==> src/rtl/rstseq_pkg.sv <==
package rstseq_pkg;

    // Sequencer states; LOCKWAIT is the restart point.
    typedef enum logic [2:0] {
        SQ_LOCKWAIT = 3'd0,
        SQ_HOLD     = 3'd1,
        SQ_ACKWAIT  = 3'd2,
        SQ_READY    = 3'd3,
        SQ_FAULT    = 3'd4
    } seq_state_e;

    // Decisions the sequencer takes in one cycle.
    typedef struct packed {
        logic hold_tick;    // counting the minimum hold
        logic wait_tick;    // waiting for the current flag
        logic take_stage;   // current flag seen, release it
        logic reassert;     // force every reset back on
    } seq_ctrl_t;

    function automatic int unsigned idx_width(input int unsigned n);
        return (n > 1) ? $clog2(n) : 1;
    endfunction

endpackage

==> src/rtl/rstseq_sync.sv <==
module rstseq_sync #(
    parameter int STAGES = 2
) (
    input  logic clk,
    input  logic async_in,
    output logic sync_out
);
    logic [STAGES-1:0] chain_q;

    always_ff @(posedge clk) begin
        chain_q <= {chain_q[STAGES-2:0], async_in};
    end

    assign sync_out = chain_q[STAGES-1];
endmodule

==> src/rtl/rstseq_timer.sv <==
module rstseq_timer #(
    parameter int W = 8
) (
    input  logic         clk,
    input  logic         clr,
    input  logic         run,
    input  logic [W-1:0] limit,
    output logic         expire
);
    logic [W-1:0] cnt_q;
    logic [W:0]   cnt_next;

    assign cnt_next = {1'b0, cnt_q} + {{W{1'b0}}, 1'b1};
    // A zero limit behaves as one cycle because cnt_next >= 1 always.
    assign expire   = run && (cnt_next >= {1'b0, limit});

    always_ff @(posedge clk) begin
        if (clr) begin
            cnt_q <= '0;
        end else if (run && !expire) begin
            cnt_q <= cnt_next[W-1:0];
        end
    end
endmodule

==> src/rtl/rstseq_ctrl.sv <==
module rstseq_ctrl
    import rstseq_pkg::*;
#(
    parameter int N_STAGES = 4,
    parameter int HOLD_W   = 8,
    parameter int TMO_W    = 12
) (
    input  logic                clk,
    input  logic                rst_req,
    input  logic                clk_locked,
    input  logic [N_STAGES-1:0] stage_init_ack,
    input  logic [HOLD_W-1:0]   hold_cycles,
    input  logic [TMO_W-1:0]    timeout_cycles,
    output logic [N_STAGES-1:0] stage_rst,
    output logic                all_ready,
    output logic                seq_error
);
    localparam int IW = idx_width(N_STAGES);
    localparam logic [IW-1:0] LAST_IDX = IW'(N_STAGES - 1);

    logic          rst_sync;
    seq_state_e    st_q;
    logic [IW-1:0] idx_q;
    logic          ready_q;
    logic          fault_q;
    logic          ack_cur;
    logic          hold_done;
    logic          wait_expired;
    seq_ctrl_t     ctl;
    logic [N_STAGES-1:0] rst_q;

    rstseq_sync #(.STAGES(2)) u_req_sync (
        .clk      (clk),
        .async_in (rst_req),
        .sync_out (rst_sync)
    );

    assign ack_cur = stage_init_ack[idx_q];

    always_comb begin
        ctl.hold_tick  = (st_q == SQ_HOLD) && clk_locked;
        ctl.wait_tick  = (st_q == SQ_ACKWAIT) && clk_locked && !ack_cur;
        ctl.take_stage = (st_q == SQ_ACKWAIT) && clk_locked && ack_cur;
        ctl.reassert   = rst_sync || !clk_locked || wait_expired;
    end

    rstseq_timer #(.W(HOLD_W)) u_hold_tmr (
        .clk    (clk),
        .clr    (rst_sync || !ctl.hold_tick),
        .run    (ctl.hold_tick),
        .limit  (hold_cycles),
        .expire (hold_done)
    );

    rstseq_timer #(.W(TMO_W)) u_ack_tmr (
        .clk    (clk),
        .clr    (rst_sync || !ctl.wait_tick),
        .run    (ctl.wait_tick),
        .limit  (timeout_cycles),
        .expire (wait_expired)
    );

    // Sequencing state machine
    always_ff @(posedge clk) begin
        if (rst_sync) begin
            st_q    <= SQ_LOCKWAIT;
            idx_q   <= '0;
            ready_q <= 1'b0;
            fault_q <= 1'b0;
        end else begin
            case (st_q)
                SQ_LOCKWAIT: begin
                    if (clk_locked) st_q <= SQ_HOLD;
                end
                SQ_HOLD: begin
                    if (!clk_locked) begin
                        st_q <= SQ_LOCKWAIT;
                    end else if (hold_done) begin
                        st_q  <= SQ_ACKWAIT;
                        idx_q <= '0;
                    end
                end
                SQ_ACKWAIT: begin
                    if (!clk_locked) begin
                        st_q <= SQ_LOCKWAIT;
                    end else if (ctl.take_stage) begin
                        if (idx_q == LAST_IDX) begin
                            st_q    <= SQ_READY;
                            ready_q <= 1'b1;
                        end else begin
                            idx_q <= idx_q + IW'(1);
                        end
                    end else if (wait_expired) begin
                        st_q    <= SQ_FAULT;
                        fault_q <= 1'b1;
                    end
                end
                SQ_READY: begin
                    if (!clk_locked) begin
                        st_q    <= SQ_LOCKWAIT;
                        ready_q <= 1'b0;
                    end
                end
                SQ_FAULT: st_q <= SQ_FAULT;
                default:  st_q <= SQ_LOCKWAIT;
            endcase
        end
    end

    // Per-stage registered reset outputs
    for (genvar g = 0; g < N_STAGES; g++) begin : g_stage
        always_ff @(posedge clk) begin
            if (ctl.reassert || st_q == SQ_FAULT) begin
                rst_q[g] <= 1'b1;
            end else if (ctl.take_stage && idx_q == IW'(g)) begin
                rst_q[g] <= 1'b0;
            end
        end

        AST_RELEASE_NEEDS_ACK: assert property (@(posedge clk) disable iff (rst_sync)
            $fell(rst_q[g]) |-> $past(stage_init_ack[g]));

        if (g > 0) begin : g_order
            AST_RELEASE_IN_ORDER: assert property (@(posedge clk) disable iff (rst_sync)
                $fell(rst_q[g]) |-> !rst_q[g-1]);
        end
    end

    assign stage_rst = rst_q;
    assign all_ready = ready_q;
    assign seq_error = fault_q;

    AST_UNLOCKED_HOLDS_ALL: assert property (@(posedge clk) disable iff (rst_sync)
        !clk_locked |=> (&stage_rst));
    AST_ONE_RELEASE_PER_EDGE: assert property (@(posedge clk) disable iff (rst_sync)
        $onehot0($past(stage_rst) & ~stage_rst));
    AST_FAULT_STICKY: assert property (@(posedge clk) disable iff (rst_sync)
        seq_error |=> seq_error);
    AST_FAULT_HOLDS_ALL: assert property (@(posedge clk) disable iff (rst_sync)
        seq_error |-> (&stage_rst));
    AST_READY_ALL_RELEASED: assert property (@(posedge clk) disable iff (rst_sync)
        all_ready |-> (stage_rst == '0));
    AST_READY_NOT_FAULT: assert property (@(posedge clk) disable iff (rst_sync)
        !(all_ready && seq_error));
endmodule

==> config.mk <==
export PLATFORM = sky130hd
export DESIGN_NAME = rstseq_ctrl
export DESIGN_NICKNAME = d
export VERILOG_FILES = /design/src/rtl/rstseq_pkg.sv /design/src/rtl/rstseq_sync.sv /design/src/rtl/rstseq_timer.sv /design/src/rtl/rstseq_ctrl.sv
export SDC_FILE = /design/constraint.sdc
export NUM_CORES = 1
export LEC_CHECK = 0
export BUFFER_PORTS_ARGS = -buffer_cell sky130_fd_sc_hd__buf_2
export CAP_MARGIN = 5
export CORE_UTILIZATION = 40
export CTS_BUF_LIST = sky130_fd_sc_hd__clkbuf_2
export DETAILED_ROUTE_END_ITERATION = 10
export SYNTH_ARGS = -nofsm -noshare
export SYNTH_HDL_FRONTEND = slang
export SYNTH_HIERARCHICAL = 1
export SYNTH_SLANG_ARGS = --single-unit
==> constraint.sdc <==
create_clock -name clk -period 4.2 [get_ports clk]
set_input_delay 0.84 -clock clk [delete_from_list [all_inputs] [get_ports clk]]
set_output_delay 0.84 -clock clk [all_outputs]
set_load 0.01 [all_outputs]
==> qor.txt <==
Setup tns final -> 0 ns
Post_cts resized -> 0
Largest net degree at the start of global routing -> 22
Clk sink count -> 33
Starting Density -> 41.9%
Area Growth Syn to Fin -> 10.6%
CP Max Fanout -> 15
Syn Inst Count -> 298
Fillers -> 607
# rows -> 28
Outcome -> finished clean
Antenna violations before repair -> 0
Skew final -> 0.0122 ns
Final hold violation count -> 0
Worst VDD drop -> 0.218 mV
Nets -> 381
Clock Tree Buf Depth -> 2
TritonCTS Buffers -> 5
Layout cells sized above 1 -> 16.7%
Total vias in the final route -> 2116
Crit path time final -> 3.73 ns
Power Dens Cells -> 263 mW/mm²
Root Driver -> clkbuf_2
# hold bufs at CTS -> 0
Critical-path cell list -> ha_1 > nand3_1 > nor3_2 > xor2_1 > ha_1 > and3_4 > a221o_1 > a311o_1 > o21a_1 > inv_1 > o21a_1 > a211oi_1 > a2111oi_2
DR pass1 iterations -> 4
CP startpoint kind -> register
Setup repair after global routing missed its margin -> false
H-tree levels -> 2
CP Data Required Time -> 4.47 ns
Routed wire length per instance -> 11.5 µm
Clk Latency, worst-skew pair -> 0.36 ns
Synth cell types -> 52
Synthesized area -> 0.00249 mm²
DPL Wire Length -> 3600 µm
Delay-heaviest family, CP -> compound AO/OA/AOI/OAI gates
1st-iter DRT viols -> 49
Rel. slew slack -> 52.5%
TritonCTS clock tree -> yes
Congestion Overflow GR -> 0
Syn Area/Cell -> 8.37 µm²
Sequential share of the synthesized area -> 26.5%
DRC Markers -> 0
GRT Util Overall -> 15.5%
Crit path capture type -> register
Placeable Area -> 0.00596 mm²
Clock transition at path regs -> 0.17 ns
Max cap viols -> 0
Ys flop type -> dfxtp_1
Io pins -> 33
Vias in the first global route -> 1926
Kind of critical path -> reg2reg
Die Area -> 0.00655 mm²
Syn Nets -> 351
Post-DRT Antenna Nets -> 0
Slowest stage delay, CP -> 0.56 ns
Die H -> 81.0 µm
Period utilisation layout -> 88.9%
ANT cells -> 0
Crit path DAT -> 4.00 ns
Asr flop ratio synth -> 0%
Worst path slowest cell -> a311o_1
Slew Limit Fails -> 0
First-pass GRT wire length -> 8050 µm
Min-delay worst type -> reg2reg
Post-synth EDFFs -> 0
Design area -> 0.00276 mm²
Setup Buffers After CTS -> 0
Detail-routed via count per cell -> 5.24
Highest clock rate -> 268 MHz
Worst slew pin tran -> 0.712 ns
Number of synthesized register bits -> 33
Lkg Pwr -> 1.22 nW
Die X -> 81.0 µm
Warnings, synthesis -> 6
Port Buffers -> 32
CP bufs+invs -> 1
# setup viols final -> 0
GPL Wtd Cong -> 0.819
Post-Route WL -> 4650 µm
Area of placed instances -> 0.00270 mm²
-- worst reg2reg max path, stage by stage, from the launching register on --
cell	delay, ns
dfxtp_1	0.44
ha_1	0.23
nand3_1	0.25
nor3_2	0.32
xor2_1	0.17
ha_1	0.26
and3_4	0.19
a221o_1	0.31
a311o_1	0.56
o21a_1	0.30
inv_1	0.06
o21a_1	0.15
a211oi_1	0.06
a2111oi_2	0.33
-- synthesized netlist by cell type (2+ instances only) --
library cell / n / area (µm²)
nor4_1: 3 / 18.8
nand2b_1: 8 / 50.1
dfxtp_1: 33 / 661
a21o_1: 9 / 67.6
o211ai_1: 2 / 15.0
nor3_1: 6 / 30.0
mux2_2: 2 / 22.5
nor2b_1: 11 / 68.8
inv_1: 28 / 105
or4_1: 4 / 30.0
and2_1: 2 / 12.5
o21ai_0: 11 / 55.1
o21a_1: 4 / 30.0
clkbuf_1: 6 / 22.5
mux2i_1: 2 / 20.0
xor2_1: 9 / 78.8
or3_1: 5 / 31.3
nand3_1: 13 / 65.1
nand2_1: 15 / 56.3
o31ai_1: 6 / 45.0
a21oi_1: 13 / 65.1
a221o_1: 2 / 20.0
mux2_1: 8 / 90.1
ha_1: 26 / 325
a211oi_1: 2 / 15.0
a31oi_1: 4 / 25.0
xnor2_1: 7 / 61.3
nor3b_1: 2 / 15.0
nor2_1: 27 / 101
buf_6: 2 / 22.5
nor3_2: 5 / 50.1
-- metal layers --
layer	routed length (µm)	up-vias	global-route usage [%]
met5	0	-	0
met4	20	0	5.54
met3	178	2	3.37
met2	2110	33	25.5
met1	2340	969	19.7
li1	-	1112	-
-- flip-flops by register name, indices dropped and copies added (netlist names) --
signal / flops
all_ready: 1
u_ack_tmr/cnt_q: 12
seq_error: 1
u_req_sync/chain_q: 2
idx_q: 2
st_q: 3
u_hold_tmr/cnt_q: 8
stage_rst: 4
-- metrics by stage --
step	total power, mW	utilization [%]	setup WS (ns)	cells	hold WS [ns]
detailed placement	0.526	45.3	0.489	396	0.313
global route	0.781	46.3	0.131	404	0.361
CTS	0.739	46.3	0.441	404	0.348
global placement	0.523	45.3	0.605	396	0.311
floorplan	0.484	-	0.895	298	0.310
finish	0.725	46.3	0.466	404	0.345
-- final timing paths --
kind	from	to	slack, ns	depth (start not counted)
hold reg to reg	u_req_sync/chain_q[0]$_DFF_P_	u_req_sync/chain_q[1]$_DFF_P_	0.34	0
setup / recovery	u_ack_tmr/cnt_q[0]$_SDFFE_PP0P_	st_q[0]$_SDFFE_PP0P_	0.47	13
setup reg to reg	u_ack_tmr/cnt_q[0]$_SDFFE_PP0P_	st_q[0]$_SDFFE_PP0P_	0.47	13
hold / removal	u_req_sync/chain_q[0]$_DFF_P_	u_req_sync/chain_q[1]$_DFF_P_	0.34	0
-- report_power, final --
| group | internal (mW) | switching (mW) |
|---|---|---|
| Clock | 0.102 | 0.104 |
| Sequential | 0.327 | 0.0286 |
| Combinational | 0.0739 | 0.0907 |
-- cells by family (layout without fill, tap and decap cells) --
family / after synthesis / after routing / share of synthesized area, %
xor+xnor: 16 / 16 / 5.62
fa+ha+maj: 26 / 26 / 13.0
flops: 33 / 33 / 26.5
mux: 13 / 13 / 6.22
buf+inv: 39 / 70 / 6.92
simple gates: 111 / 111 / 25.4
compound gates: 60 / 60 / 16.3
-- layout make-up --
class	count	area [µm²]	share of cell area, %
Clock buffer	6	30.0	1.09
Tap cell	75	93.8	3.40
Timing Repair Buffer	34	175	6.35
Inverter	28	105	3.81
Sequential cell	33	661	23.9
Multi-Input combinational cell	226	1660	60.2
Clock inverter	2	33.8	1.22
-- cells in the final DEF (no fill, tap or decap), types with 11 or more instances in the layout --
cell     synthesis  final
dfxtp_1         33     33
inv_1           28     28
nor2b_1         11     11
nand2_1         15     15
a21oi_1         13     13
buf_2            1     32
nand3_1         13     13
o21ai_0         11     11
ha_1            26     26
nor2_1          27     27
Note: power is estimated with default switching activity, not from simulation.
